$ cat src/rtl/csma_tx_pkg.sv
package csma_tx_pkg;

  typedef enum logic [2:0] {
    ST_IDLE,
    ST_DEFER,
    ST_PRE,
    ST_DATA,
    ST_FCS,
    ST_JAM,
    ST_WAIT
  } tx_state_e;

  typedef struct packed {
    logic deferred;
    logic carrier_lost;
    logic late_coll;
    logic underrun;
    logic abort;
  } tx_flags_t;

endpackage

$ cat src/rtl/csma_crc32.sv
module csma_crc32 #(
  parameter logic [31:0] POLY = 32'hEDB88320
) (
  input  logic clk,
  input  logic rst_n,
  input  logic init,
  input  logic upd,
  input  logic bit_in,
  input  logic shift,
  output logic fcs_bit
);

  logic [31:0] crc_q;

  always_ff @(posedge clk or negedge rst_n) begin
    if (!rst_n) begin
      crc_q <= '1;
    end else if (init) begin
      crc_q <= '1;
    end else if (upd) begin
      crc_q <= {1'b0, crc_q[31:1]} ^ ({32{crc_q[0] ^ bit_in}} & POLY);
    end else if (shift) begin
      crc_q <= {1'b1, crc_q[31:1]};
    end
  end

  // complemented remainder leaves bit 0 first
  assign fcs_bit = ~crc_q[0];

endmodule

$ cat src/rtl/csma_backoff_rng.sv
module csma_backoff_rng #(
  parameter int          CAP    = 10,
  parameter int          ATT_W  = 5,
  parameter int          LFSR_W = 16,
  parameter logic [15:0] TAPS   = 16'hB400
) (
  input  logic             clk,
  input  logic             rst_n,
  input  logic [ATT_W-1:0] attempt,
  output logic [CAP-1:0]   slots
);

  logic [LFSR_W-1:0] lfsr_q;
  logic [CAP-1:0]    mask;

  always_ff @(posedge clk or negedge rst_n) begin
    if (!rst_n) begin
      lfsr_q <= '1;
    end else begin
      lfsr_q <= {1'b0, lfsr_q[LFSR_W-1:1]} ^ (lfsr_q[0] ? TAPS[LFSR_W-1:0] : '0);
    end
  end

  // window is 2^min(attempt,CAP) slots: bit i is open once attempt exceeds i
  for (genvar i = 0; i < CAP; i++) begin : g_mask
    assign mask[i] = int'(attempt) > i;
  end

  assign slots = lfsr_q[CAP-1:0] & mask;

endmodule

$ cat src/rtl/csma_tx_ctrl.sv
module csma_tx_ctrl
  import csma_tx_pkg::*;
#(
  parameter int CNT_W       = 11,
  parameter int PRE_BITS    = 62,   // even
  parameter int JAM_BITS    = 32,
  parameter int SLOT_BITS   = 512,
  parameter int WINDOW_BITS = 512,
  parameter int MAX_COLL    = 16,
  parameter int BACKOFF_CAP = 10
) (
  input  logic                          clk,
  input  logic                          rst_n,
  input  logic                          start,
  input  logic [CNT_W-1:0]              byte_count,
  input  logic [7:0]                    in_data,
  input  logic                          in_valid,
  output logic                          in_ready,
  input  logic                          carrier,
  input  logic                          collision,
  output logic                          tx_data,
  output logic                          tx_en,
  output logic                          done,
  output logic                          tx_ok,
  output logic                          tx_err,
  output logic                          st_deferred,
  output logic                          st_carrier_lost,
  output logic                          st_late_coll,
  output logic                          st_underrun,
  output logic                          st_abort,
  output logic [$clog2(MAX_COLL+1)-1:0] coll_count
);

  localparam int COLL_W   = $clog2(MAX_COLL + 1);
  localparam int FCS_BITS = 32;
  localparam int HDR_LAST = PRE_BITS + 1;
  localparam int PH_MAX   = (HDR_LAST > JAM_BITS) ? HDR_LAST : JAM_BITS;
  localparam int PH_W     = $clog2(PH_MAX + FCS_BITS + 1);
  localparam int BITS_W   = $clog2(WINDOW_BITS + 1);
  localparam int SLOTC_W  = $clog2(SLOT_BITS + 1);

  tx_state_e              st;
  logic [PH_W-1:0]        phase;
  logic [2:0]             bitpos;
  logic [7:0]             shreg;
  logic [CNT_W-1:0]       len_q, left_q;
  logic [BITS_W-1:0]      bit_idx;
  logic [COLL_W-1:0]      coll_q;
  logic [BACKOFF_CAP-1:0] slots_q, slots_draw;
  logic [SLOTC_W-1:0]     slot_cyc;
  tx_flags_t              flags_q;
  logic                   done_q, ok_q, err_q, saw_crs;
  logic                   on_line, pre_last, byte_last, boundary;
  logic                   fcs_last, jam_last, late_now, fcs_bit;

  assign on_line   = (st == ST_PRE) || (st == ST_DATA) || (st == ST_FCS);
  assign pre_last  = (st == ST_PRE) && (phase == PH_W'(HDR_LAST));
  assign byte_last = (st == ST_DATA) && (bitpos == 3'd7);
  assign boundary  = pre_last || byte_last;
  assign fcs_last  = phase == PH_W'(FCS_BITS - 1);
  assign jam_last  = phase == PH_W'(JAM_BITS - 1);
  assign late_now  = bit_idx >= BITS_W'(WINDOW_BITS);

  assign in_ready = boundary && (left_q != '0);
  assign tx_en    = on_line || (st == ST_JAM);

  always_comb begin
    case (st)
      ST_PRE:  tx_data = ~phase[0] | pre_last;
      ST_DATA: tx_data = shreg[0];
      ST_FCS:  tx_data = fcs_bit;
      ST_JAM:  tx_data = 1'b1;
      default: tx_data = 1'b0;
    endcase
  end

  csma_crc32 u_crc (
    .clk     (clk),
    .rst_n   (rst_n),
    .init    (st == ST_DEFER),
    .upd     (st == ST_DATA),
    .bit_in  (shreg[0]),
    .shift   (st == ST_FCS),
    .fcs_bit (fcs_bit)
  );

  csma_backoff_rng #(
    .CAP   (BACKOFF_CAP),
    .ATT_W (COLL_W)
  ) u_rng (
    .clk     (clk),
    .rst_n   (rst_n),
    .attempt (coll_q),
    .slots   (slots_draw)
  );

  always_ff @(posedge clk or negedge rst_n) begin
    if (!rst_n) begin
      st       <= ST_IDLE;
      phase    <= '0;
      bitpos   <= '0;
      shreg    <= '0;
      len_q    <= '0;
      left_q   <= '0;
      bit_idx  <= '0;
      coll_q   <= '0;
      slots_q  <= '0;
      slot_cyc <= '0;
      flags_q  <= '0;
      done_q   <= 1'b0;
      ok_q     <= 1'b0;
      err_q    <= 1'b0;
      saw_crs  <= 1'b0;
    end else begin
      done_q <= 1'b0;
      if (on_line) begin
        if (!late_now) bit_idx <= bit_idx + 1'b1;
        if (carrier) saw_crs <= 1'b1;
        else if (saw_crs) flags_q.carrier_lost <= 1'b1;
      end
      case (st)
        ST_IDLE: begin
          if (start) begin
            len_q   <= byte_count;
            coll_q  <= '0;
            flags_q <= '0;
            ok_q    <= 1'b0;
            err_q   <= 1'b0;
            st      <= ST_DEFER;
          end
        end
        ST_DEFER: begin
          if (carrier) begin
            if (coll_q == '0) flags_q.deferred <= 1'b1;
          end else begin
            st      <= ST_PRE;
            phase   <= '0;
            bit_idx <= '0;
            saw_crs <= 1'b0;
            left_q  <= len_q;
          end
        end
        ST_PRE, ST_DATA, ST_FCS: begin
          if (collision) begin
            coll_q <= coll_q + 1'b1;
            if (late_now) flags_q.late_coll <= 1'b1;
            st    <= ST_JAM;
            phase <= '0;
          end else if (boundary) begin
            if (left_q == '0) begin
              st    <= ST_FCS;
              phase <= '0;
            end else if (in_valid) begin
              shreg  <= in_data;
              left_q <= left_q - 1'b1;
              bitpos <= '0;
              st     <= ST_DATA;
            end else begin
              flags_q.underrun <= 1'b1;
              err_q  <= 1'b1;
              done_q <= 1'b1;
              st     <= ST_IDLE;
            end
          end else if (st == ST_PRE) begin
            phase <= phase + 1'b1;
          end else if (st == ST_DATA) begin
            bitpos <= bitpos + 1'b1;
            shreg  <= {1'b0, shreg[7:1]};
          end else begin
            phase <= phase + 1'b1;
            if (fcs_last) begin
              ok_q   <= 1'b1;
              done_q <= 1'b1;
              st     <= ST_IDLE;
            end
          end
        end
        ST_JAM: begin
          phase <= phase + 1'b1;
          if (jam_last) begin
            if (coll_q == COLL_W'(MAX_COLL)) begin
              flags_q.abort <= 1'b1;
              err_q  <= 1'b1;
              done_q <= 1'b1;
              st     <= ST_IDLE;
            end else begin
              slots_q  <= slots_draw;
              slot_cyc <= '0;
              st       <= ST_WAIT;
            end
          end
        end
        ST_WAIT: begin
          if (slots_q == '0) begin
            st <= ST_DEFER;
          end else if (slot_cyc == SLOTC_W'(SLOT_BITS - 1)) begin
            slot_cyc <= '0;
            slots_q  <= slots_q - 1'b1;
          end else begin
            slot_cyc <= slot_cyc + 1'b1;
          end
        end
        default: st <= ST_IDLE;
      endcase
    end
  end

  assign done            = done_q;
  assign tx_ok           = ok_q;
  assign tx_err          = err_q;
  assign st_deferred     = flags_q.deferred;
  assign st_carrier_lost = flags_q.carrier_lost;
  assign st_late_coll    = flags_q.late_coll;
  assign st_underrun     = flags_q.underrun;
  assign st_abort        = flags_q.abort;
  assign coll_count      = coll_q;

endmodule

$ cat config.mk
export PLATFORM = sky130hd
export DESIGN_NAME = csma_tx_ctrl
export DESIGN_NICKNAME = d
export VERILOG_FILES = /design/src/rtl/csma_tx_pkg.sv /design/src/rtl/csma_crc32.sv /design/src/rtl/csma_backoff_rng.sv /design/src/rtl/csma_tx_ctrl.sv
export SDC_FILE = /design/constraint.sdc
export NUM_CORES = 1
export LEC_CHECK = 0
export BUFFER_PORTS_ARGS = -buffer_cell sky130_fd_sc_hd__buf_2
export CORE_MARGIN = 10
export CORE_UTILIZATION = 50
export DETAILED_ROUTE_END_ITERATION = 8
export GPL_TIMING_DRIVEN = 0
export PLACE_DENSITY = 0.68
export SETUP_SLACK_MARGIN = 0.05
export SYNTH_ARGS = -nofsm -noshare
export SYNTH_HDL_FRONTEND = slang
export SYNTH_HIERARCHICAL = 1
export SYNTH_SLANG_ARGS = --single-unit
$ cat constraint.sdc
create_clock -name clk -period 7.1 [get_ports clk]
set_clock_uncertainty 0.1 [all_clocks]
set_input_delay 0.71 -clock clk [delete_from_list [all_inputs] [get_ports clk]]
set_output_delay 0.71 -clock clk [all_outputs]
set_load 0.01 [all_outputs]
==> results of run 1 <==
## synthesized netlist by cell type, types with 4 or more instances
cell                       number
sky130_fd_sc_hd__nor2_1        66
sky130_fd_sc_hd__ha_1          11
sky130_fd_sc_hd__dfrtp_1       87
sky130_fd_sc_hd__o31a_1        13
sky130_fd_sc_hd__mux2i_1       18
sky130_fd_sc_hd__and3_1        10
sky130_fd_sc_hd__inv_1         23
sky130_fd_sc_hd__and2_1         6
sky130_fd_sc_hd__dfstp_2       48
sky130_fd_sc_hd__xor2_1         7
sky130_fd_sc_hd__nand3_1       15
sky130_fd_sc_hd__clkbuf_1      14
sky130_fd_sc_hd__o31ai_1       10
sky130_fd_sc_hd__a221oi_1       4
sky130_fd_sc_hd__nand4_1        6
sky130_fd_sc_hd__xnor2_1        5
sky130_fd_sc_hd__o211ai_1       5
sky130_fd_sc_hd__nor3_1        16
sky130_fd_sc_hd__nor4_1         8
sky130_fd_sc_hd__a21oi_1       24
sky130_fd_sc_hd__o22a_1        19
sky130_fd_sc_hd__o21ai_0       41
sky130_fd_sc_hd__a31oi_1        5
sky130_fd_sc_hd__a32oi_1       13
sky130_fd_sc_hd__nor2b_1       11
sky130_fd_sc_hd__a211oi_1       9
sky130_fd_sc_hd__or3_1          5
sky130_fd_sc_hd__nand2_1       71
sky130_fd_sc_hd__buf_2         11
sky130_fd_sc_hd__a22o_1         5
sky130_fd_sc_hd__o21a_1         4
sky130_fd_sc_hd__mux2_2         9
sky130_fd_sc_hd__mux2_1         6
sky130_fd_sc_hd__a21boi_0       6
sky130_fd_sc_hd__nand2b_1       4
sky130_fd_sc_hd__buf_6          4
sky130_fd_sc_hd__nor3b_1        5
## logic make-up after synthesis
kind of cell	Yosys count	synth area share
and+or+nand+nor	246	0.179
buffers and inverters	58	0.0415
AOI/OAI and AO/OA	190	0.198
xor gates and xnor gates	13	0.0174
adders and majority gates	11	0.0198
muxes	33	0.0501
DFF	135	0.494
## worst max-delay path, delay by kind of cell, from the launching register on
| kind | cells | cell delay, ns |
|---|---|---|
| buffers and inverters | 2 | 0.27 |
| and+or+nand+nor | 3 | 1.01 |
| adders and majority gates | 1 | 0.25 |
| DFF | 1 | 0.40 |
## registers in the layout, summed over array words and instances, names as in the netlist
| name | flops |
|---|---|
| slots_q | 10 |
| st_underrun | 1 |
| u_crc/crc_q | 32 |
| st | 3 |
| shreg | 8 |
| len_q | 11 |
| saw_crs | 1 |
| bitpos | 3 |
| tx_err | 1 |
| tx_ok | 1 |
| left_q | 11 |
| coll_count | 5 |
| bit_idx | 10 |
| slot_cyc | 10 |
| phase | 7 |
| st_late_coll | 1 |
| st_deferred | 1 |
| u_rng/lfsr_q | 16 |
| st_abort | 1 |
| done | 1 |
| st_carrier_lost | 1 |
## path summary, 6_finish.rpt
check / depth (start not counted) / slack, ns / to / from
max: 6 / 3.92 / in_ready / left_q[0]$_DFFE_PN0P_
min: 1 / 0.16 / bit_idx[0]$_DFF_PN0_ / rst_n
max reg2reg: 7 / 4.29 / shreg[4]$_DFFE_PN0P_ / phase[0]$_DFFE_PN0P_
min reg2reg: 0 / 0.25 / u_rng/lfsr_q[9]$_DFF_PN1_ / u_rng/lfsr_q[10]$_DFF_PN1_
max in group asynchronous: 2 / 5.96 / u_rng/lfsr_q[7]$_DFF_PN1_ / rst_n
min in group clk: 0 / 0.25 / u_rng/lfsr_q[9]$_DFF_PN1_ / u_rng/lfsr_q[10]$_DFF_PN1_
## final cells by class
type	instances	area, um2
Buffer	34	198
Clock buffer	23	531
Clock inverter	9	57.6
Fill cell	1203	5760
Inverter	24	91.3
Multi-Input combinational cell	493	3240
Sequential cell	135	3440
Tap cell	180	225
Timing Repair Buffer	41	234
## through the flow
step	utilization	cells
floorplan	-	686
global placement	0.536	906
detailed placement	0.539	907
CTS	0.582	939
global route	0.582	939
finish	0.582	939
## layer usage
metal	global-route usage	share of wire	wire length [um]	vias to the layer above
met5	0	0	0	-
met4	0.0660	0.017	285	0
met3	0.0483	0.051	835	35
met2	0.279	0.48	7900	165
met1	0.217	0.45	7400	2757
li1	-	-	-	2646
## power by group
part | internal [mW] | switching [mW]
clock network | 0.525 | 0.337
registers | 1.00 | 0.177
logic | 0.510 | 0.730
==> impl_metrics.prom, run 1 <==
# TYPE chip_impl_metric gauge
chip_impl_info{name="run_status",value="complete, no violations"} 1
chip_impl_info{name="cts_tree",value="built"} 1
chip_impl_metric{name="yosysSeqAreaShare",unit=""} 0.494
chip_impl_metric{name="worst_skew_pair.late_latency",unit="ns"} 0.43
chip_impl_info{name="end_kind",value="output pin"} 1
chip_impl_metric{name="tightest_slew",unit="ns"} 0.872
chip_impl_metric{name="floorplan.die.width",unit="um"} 138
chip_impl_metric{name="static_leakage",unit="nW"} 3.42
chip_impl_metric{name="totalNegativeSetupSlack",unit="ns"} 0
chip_impl_metric{name="antenna_cells_inserted",unit=""} 0
chip_impl_info{name="cell_taking_the_most_area_after_synthesis",value="sky130_fd_sc_hd__dfrtp_1"} 1
chip_impl_metric{name="synth_async_sr_flop_share",unit=""} 1.00
chip_impl_info{name="synth_top_flop_cell",value="sky130_fd_sc_hd__dfrtp_1"} 1
chip_impl_metric{name="core",unit="mm2"} 0.0138
chip_impl_metric{name="h-tree-depth",unit=""} 4
chip_impl_info{name="layout_common_cells",value="sky130_fd_sc_hd__dfrtp_1, sky130_fd_sc_hd__nand2_1, sky130_fd_sc_hd__nor2_1"} 1
chip_impl_metric{name="post_route_cells_drive_above_1_share",unit=""} 0.224
chip_impl_info{name="worst-setup-path-type",value="register to output pin"} 1
chip_impl_info{name="mostFrequentLayoutCell",value="sky130_fd_sc_hd__dfrtp_1"} 1
chip_impl_metric{name="synthDominantCellAreaShare",unit=""} 0.313
chip_impl_metric{name="cts_post_setup_buffers_inserted",unit=""} 0
chip_impl_metric{name="detail_route.first_pass.iterations",unit=""} 6
chip_impl_metric{name="cts.path.max_buffers",unit=""} 2
chip_impl_metric{name="vias",unit=""} 5603
chip_impl_metric{name="worst_path_largest_cell_delay",unit="ns"} 0.43
chip_impl_metric{name="dp_wirelength",unit="um"} 11400
chip_impl_metric{name="hold_slack",unit="ns"} 0.160
chip_impl_metric{name="rows",unit=""} 43
chip_impl_info{name="critical_path.startpoint_type",value="register"} 1
chip_impl_metric{name="avgRoutedWirePerCell",unit="um"} 17.5
chip_impl_info{name="hold_class",value="input pin to asynchronous set/reset pin"} 1
chip_impl_metric{name="finalHoldViolations",unit=""} 0
chip_impl_metric{name="synthCells",unit=""} 686
chip_impl_info{name="slowest_stage",value="sky130_fd_sc_hd__or3b_1"} 1
chip_impl_metric{name="min_period_over_period",unit=""} 0.447
chip_impl_metric{name="clock-sinks",unit=""} 135
chip_impl_metric{name="fin_crit",unit="ns"} 3.18
chip_impl_metric{name="gpl.final_weighted_congestion",unit=""} 0.931
chip_impl_metric{name="cp.required",unit="ns"} 6.29
chip_impl_metric{name="path_max_fanout",unit=""} 8
chip_impl_metric{name="post_cts.resized_instances",unit=""} 0
chip_impl_metric{name="synth_edf_count",unit=""} 0
chip_impl_metric{name="timing.final.max_slew_violations",unit=""} 0
chip_impl_metric{name="post_synth.cell_area_avg",unit="um2"} 10.2
chip_impl_metric{name="finish.net_count",unit=""} 782
chip_impl_info{name="netlist_top_cells_area",value="sky130_fd_sc_hd__dfrtp_1, sky130_fd_sc_hd__dfstp_2, sky130_fd_sc_hd__nand2_1, sky130_fd_sc_hd__nor2_1, sky130_fd_sc_hd__o21ai_0"} 1
chip_impl_metric{name="peakVddDrop",unit="V"} 0.000217
chip_impl_metric{name="synth.cell_area",unit="mm2"} 0.00696
chip_impl_metric{name="die-height",unit="um"} 138
chip_impl_metric{name="track_usage",unit=""} 0.173
chip_impl_metric{name="area_growth_syn_to_layout",unit="%"} 15.0
chip_impl_metric{name="yosysWarningCount",unit=""} 6
chip_impl_info{name="grt_setup_unrepaired",value="false"} 1
chip_impl_metric{name="hold_buffers",unit=""} 0
chip_impl_metric{name="gr-total-overflow",unit=""} 0
chip_impl_metric{name="antenna_violations_before_repair",unit=""} 0
chip_impl_metric{name="worst_setup_hold_path_clk_slew",unit="ns"} 0.06
chip_impl_metric{name="detail_route.iter0.violations",unit=""} 538
chip_impl_metric{name="arrival",unit="ns"} 2.37
chip_impl_metric{name="floorplan.initialDensity",unit=""} 0.506
chip_impl_metric{name="final_worst_setup_slack",unit="ns"} 3.92
chip_impl_metric{name="vias_in_the_first_global_route",unit=""} 5536
chip_impl_metric{name="max_cap_viol_count",unit=""} 0
chip_impl_info{name="cts_root_buf",value="sky130_fd_sc_hd__clkbuf_16"} 1
chip_impl_metric{name="grt_pass1_wl",unit="um"} 28100
chip_impl_metric{name="post_synth_num_cell_types",unit=""} 87
chip_impl_metric{name="powerDensity",unit="mW/mm2"} 410
chip_impl_metric{name="pre_cts_ws",unit="ns"} 4.31
chip_impl_metric{name="drt_drc_violations_left",unit=""} 0
chip_impl_metric{name="die-area",unit="mm2"} 0.0190
chip_impl_metric{name="p_total",unit="mW"} 3.28
chip_impl_metric{name="grt_start_max_net_pins",unit=""} 73
chip_impl_metric{name="post-route-cell-area",unit="mm2"} 0.00801
chip_impl_metric{name="drt_wl_total",unit="um"} 16400
chip_impl_metric{name="dpl-instance-area",unit="mm2"} 0.00742
chip_impl_metric{name="max_freq",unit="MHz"} 315
chip_impl_metric{name="slew_headroom",unit=""} 0.415
chip_impl_metric{name="drtAntennaViolNets",unit=""} 0
chip_impl_metric{name="placement.io_buffers",unit=""} 40
chip_impl_info{name="worstPathCellList",value="inv_1, ha_1, or3b_1, nor4_4, nor3_1, buf_2"} 1
chip_impl_metric{name="synth-seq-cells",unit=""} 135
chip_impl_metric{name="cts_made_buffers",unit=""} 17
chip_impl_metric{name="syn-num-nets",unit=""} 722
chip_impl_metric{name="top_level_ports",unit=""} 41
chip_impl_metric{name="average_vias_per_placed_instance",unit=""} 5.97
chip_impl_metric{name="finalSetupViolations",unit=""} 0
No activity file was read; power rests on OpenSTA's default activity.
==> run 2, diff against run 1 <==
Settings changed: ABC_AREA set to 1, PLACE_DENSITY 0.68 to 0.7.
Clock period 7.1 ns to 2.7 ns, I/O delays scaled along.
==> run 2 against run 1 <==
  * Total power rose to 2.5 times the previous value
  * Area after synthesis rose by 6.9%
  * First-iteration DRC count fell by 25%
  * Die area rose by 5.9%
  * Cell area rose by 7.7%
  * Non-clock buffer count rose by 4
  * Critical path depth rose by 3
  * Synthesized cell count rose by 41%
  * Hold slack got worse by 0.15 ns
  * Sequential share of layout area fell by 3.1 points
  * Critical path type unchanged
  * Critical endpoint unchanged
==> impl_metrics.prom, run 2 <==
# TYPE chip_impl_metric gauge
chip_impl_info{name="run_status",value="complete, no violations"} 1
chip_impl_metric{name="min_period_over_period",unit=""} 0.936
chip_impl_metric{name="worst_path_largest_cell_delay",unit="ns"} 0.46
chip_impl_metric{name="fin_crit",unit="ns"} 2.53
chip_impl_metric{name="top_level_ports",unit=""} 41
chip_impl_info{name="netlist_top_cells_area",value="sky130_fd_sc_hd__dfrtp_1, sky130_fd_sc_hd__dfstp_2, sky130_fd_sc_hd__nand2_1, sky130_fd_sc_hd__inv_1, sky130_fd_sc_hd__nand3_1"} 1
chip_impl_metric{name="dpl-instance-area",unit="mm2"} 0.00791
chip_impl_metric{name="max_freq",unit="MHz"} 396
chip_impl_metric{name="arrival",unit="ns"} 2.16
chip_impl_info{name="hold_class",value="input pin to register"} 1
chip_impl_metric{name="rows",unit=""} 44
chip_impl_metric{name="synth.cell_area",unit="mm2"} 0.00745
chip_impl_info{name="cts_tree",value="built"} 1
chip_impl_info{name="top_regs",value="u_crc/crc_q (32), u_rng/lfsr_q (16)"} 1
chip_impl_info{name="layout_common_cells",value="sky130_fd_sc_hd__nand2_1, sky130_fd_sc_hd__inv_1, sky130_fd_sc_hd__dfrtp_1"} 1
chip_impl_metric{name="synth_edf_count",unit=""} 0
chip_impl_info{name="worstPathCellList",value="ha_1, nand3_2, inv_2, nand3_4, nand2_2, buf_4, nand2_1, inv_1, buf_2"} 1
chip_impl_metric{name="die-area",unit="mm2"} 0.0202
chip_impl_metric{name="totalNegativeSetupSlack",unit="ns"} 0
chip_impl_info{name="mostFrequentLayoutCell",value="sky130_fd_sc_hd__nand2_1"} 1
chip_impl_metric{name="vias",unit=""} 6294
chip_impl_metric{name="area_growth_syn_to_layout",unit="%"} 15.9
chip_impl_info{name="timing.critical_path.max_delay_family",value="simple AND/OR/NAND/NOR gates"} 1
chip_impl_metric{name="worst_setup_hold_path_clk_slew",unit="ns"} 0.06
chip_impl_info{name="worst-setup-path-type",value="register to output pin"} 1
chip_impl_metric{name="avgRoutedWirePerCell",unit="um"} 13.3
chip_impl_metric{name="drtAntennaViolNets",unit=""} 0
chip_impl_metric{name="floorplan.initialDensity",unit=""} 0.510
chip_impl_info{name="slowest_stage",value="sky130_fd_sc_hd__dfrtp_1"} 1
chip_impl_metric{name="syn-num-nets",unit=""} 1005
chip_impl_metric{name="track_usage",unit=""} 0.169
chip_impl_metric{name="largest_register_ffs",unit=""} 32
chip_impl_metric{name="post_route_cells_drive_above_1_share",unit=""} 0.190
chip_impl_metric{name="synth_async_sr_flop_share",unit=""} 1.00
chip_impl_info{name="most_used_standard_cell_by_instance_count_after_synthesis",value="sky130_fd_sc_hd__nand2_1"} 1
chip_impl_metric{name="drt_drc_violations_left",unit=""} 0
chip_impl_info{name="cts_root_buf",value="sky130_fd_sc_hd__clkbuf_16"} 1
chip_impl_metric{name="antenna_cells_inserted",unit=""} 0
chip_impl_metric{name="static_leakage",unit="nW"} 4.60
chip_impl_metric{name="core",unit="mm2"} 0.0146
chip_impl_info{name="end_kind",value="output pin"} 1
chip_impl_metric{name="finish.net_count",unit=""} 1077
chip_impl_metric{name="worst_skew_pair.late_latency",unit="ns"} 0.42
chip_impl_metric{name="powerDensity",unit="mW/mm2"} 962
chip_impl_metric{name="peakVddDrop",unit="V"} 0.000531
chip_impl_metric{name="grt_start_max_net_pins",unit=""} 69
chip_impl_info{name="cell_taking_the_most_area_after_synthesis",value="sky130_fd_sc_hd__dfrtp_1"} 1
chip_impl_metric{name="drt_wl_total",unit="um"} 16400
chip_impl_metric{name="vias_in_the_first_global_route",unit=""} 5960
chip_impl_metric{name="synthDominantCellAreaShare",unit=""} 0.292
chip_impl_metric{name="max_cap_viol_count",unit=""} 0
chip_impl_info{name="critical_path.startpoint_type",value="register"} 1
chip_impl_metric{name="antenna_violations_before_repair",unit=""} 0
chip_impl_metric{name="detail_route.first_pass.iterations",unit=""} 5
chip_impl_info{name="synth.cells.most_frequent",value="sky130_fd_sc_hd__nand2_1, sky130_fd_sc_hd__inv_1, sky130_fd_sc_hd__dfrtp_1"} 1
chip_impl_metric{name="gpl.final_weighted_congestion",unit=""} 0.885
chip_impl_metric{name="p_total",unit="mW"} 8.30
chip_impl_metric{name="yosysSeqAreaShare",unit=""} 0.462
chip_impl_metric{name="finalHoldViolations",unit=""} 0
chip_impl_metric{name="die-height",unit="um"} 142
chip_impl_metric{name="post_synth_num_cell_types",unit=""} 44
chip_impl_metric{name="slew_headroom",unit=""} 0.569
chip_impl_metric{name="grt_pass1_wl",unit="um"} 28500
chip_impl_metric{name="post-route-cell-area",unit="mm2"} 0.00863
chip_impl_metric{name="placement.io_buffers",unit=""} 40
chip_impl_metric{name="gr-total-overflow",unit=""} 0
chip_impl_metric{name="average_vias_per_placed_instance",unit=""} 5.09
chip_impl_metric{name="cts_made_buffers",unit=""} 17
chip_impl_metric{name="post_synth.cell_area_avg",unit="um2"} 7.68
chip_impl_metric{name="hold_slack",unit="ns"} 0.0119
chip_impl_metric{name="clock-sinks",unit=""} 135
chip_impl_metric{name="yosysWarningCount",unit=""} 6
chip_impl_metric{name="tightest_slew",unit="ns"} 0.643
chip_impl_metric{name="path_max_fanout",unit=""} 10
chip_impl_metric{name="dp_wirelength",unit="um"} 11600
chip_impl_info{name="max_flop_register",value="u_crc/crc_q"} 1
chip_impl_info{name="grt_setup_unrepaired",value="false"} 1
chip_impl_metric{name="share_of_the_core_filled_with_cells_in_the_final_layout",unit=""} 0.592
chip_impl_metric{name="synth-seq-cells",unit=""} 135
chip_impl_info{name="synth_top_flop_cell",value="sky130_fd_sc_hd__dfrtp_1"} 1
chip_impl_metric{name="h-tree-depth",unit=""} 4
chip_impl_metric{name="critPathBufInv",unit=""} 4
chip_impl_metric{name="detail_route.iter0.violations",unit=""} 402
chip_impl_metric{name="cp.required",unit="ns"} 2.33
chip_impl_metric{name="timing.final.max_slew_violations",unit=""} 0
chip_impl_metric{name="floorplan.die.width",unit="um"} 142
chip_impl_metric{name="cts.path.max_buffers",unit=""} 2
chip_impl_metric{name="finalSetupViolations",unit=""} 0
chip_impl_metric{name="synthCells",unit=""} 969
[run 2: through the flow]
step,setup WS (ns),cells
floorplan,0.934,969
global placement,-0.564,1193
detailed placement,0.540,1194
CTS,0.176,1237
global route,0.0678,1237
finish,0.173,1237
[run 2: power breakdown]
group / total (mW) / internal (mW) / switching [mW]
Combinational: 3.19 / 1.05 / 2.14
Sequential: 2.77 / 2.47 / 0.296
Clock: 2.34 / 1.47 / 0.878
[run 2: timing repair]
item / in CTS / in global routing
gates resized for setup: 0 / 0
hold buffers: 12 / 0
setup buffers: 0 / 0
setup endpoints to repair: 0 / 0
endpoints found under the hold margin: 50 / 0
[run 2: cells by family (layout without fill, tap and decap cells)]
kind of cell	count (synthesis)	after routing	share of synthesized area
compound gates	104	104	0.0807
flops	135	135	0.462
fa+ha+maj	11	11	0.0185
mux	2	2	0.00269
xor+xnor	19	19	0.0223
simple gates	531	531	0.319
buf+inv	167	251	0.0951
[run 2: final cells by class]
type,instances,area (um2)
clock buffers,21,483
repair buffers,53,354
inverters,141,532
fillers,1314,5960
plain buffers,26,176
multi-input cells,667,3300
clock inverters,10,118
flip-flops and latches,135,3440
well taps,184,230
[run 2: per-layer routing]
| metal | share of wire | vias up | wire length (um) | GRT usage |
|---|---|---|---|---|
| met3 | 0.042 | 16 | 690 | 0.0377 |
| met4 | 0.010 | 0 | 170 | 0.0468 |
| met2 | 0.48 | 120 | 7860 | 0.276 |
| met5 | 0 | - | 0 | 0 |
| li1 | - | 3219 | - | - |
| met1 | 0.47 | 2939 | 7700 | 0.221 |
[run 2: tightest hold or removal path: cells and delay by family]
family,cells,cell delay (ns)
compound gates,1,0.06
simple gates,1,0.07
buf+inv,1,0.09
[run 2: path summary, 6_finish.rpt]
check | start | endpoint | slack [ns] | cells after the start
worst max-delay path | phase[0]$_DFFE_PN0P_ | in_ready | 0.17 | 9
worst min-delay path | in_data[7] | shreg[7]$_DFFE_PN0P_ | 0.01 | 3
worst max register to register | phase[0]$_DFFE_PN0P_ | slots_q[3]$_DFFE_PN0P_ | 0.54 | 10
worst min register to register | u_rng/lfsr_q[12]$_DFF_PN1_ | u_rng/lfsr_q[11]$_DFF_PN1_ | 0.26 | 0
max in group asynchronous | rst_n | u_crc/crc_q[28]$_DFFE_PN1P_ | 1.43 | 3
min in group asynchronous | rst_n | slot_cyc[5]$_DFFE_PN0P_ | 0.33 | 2
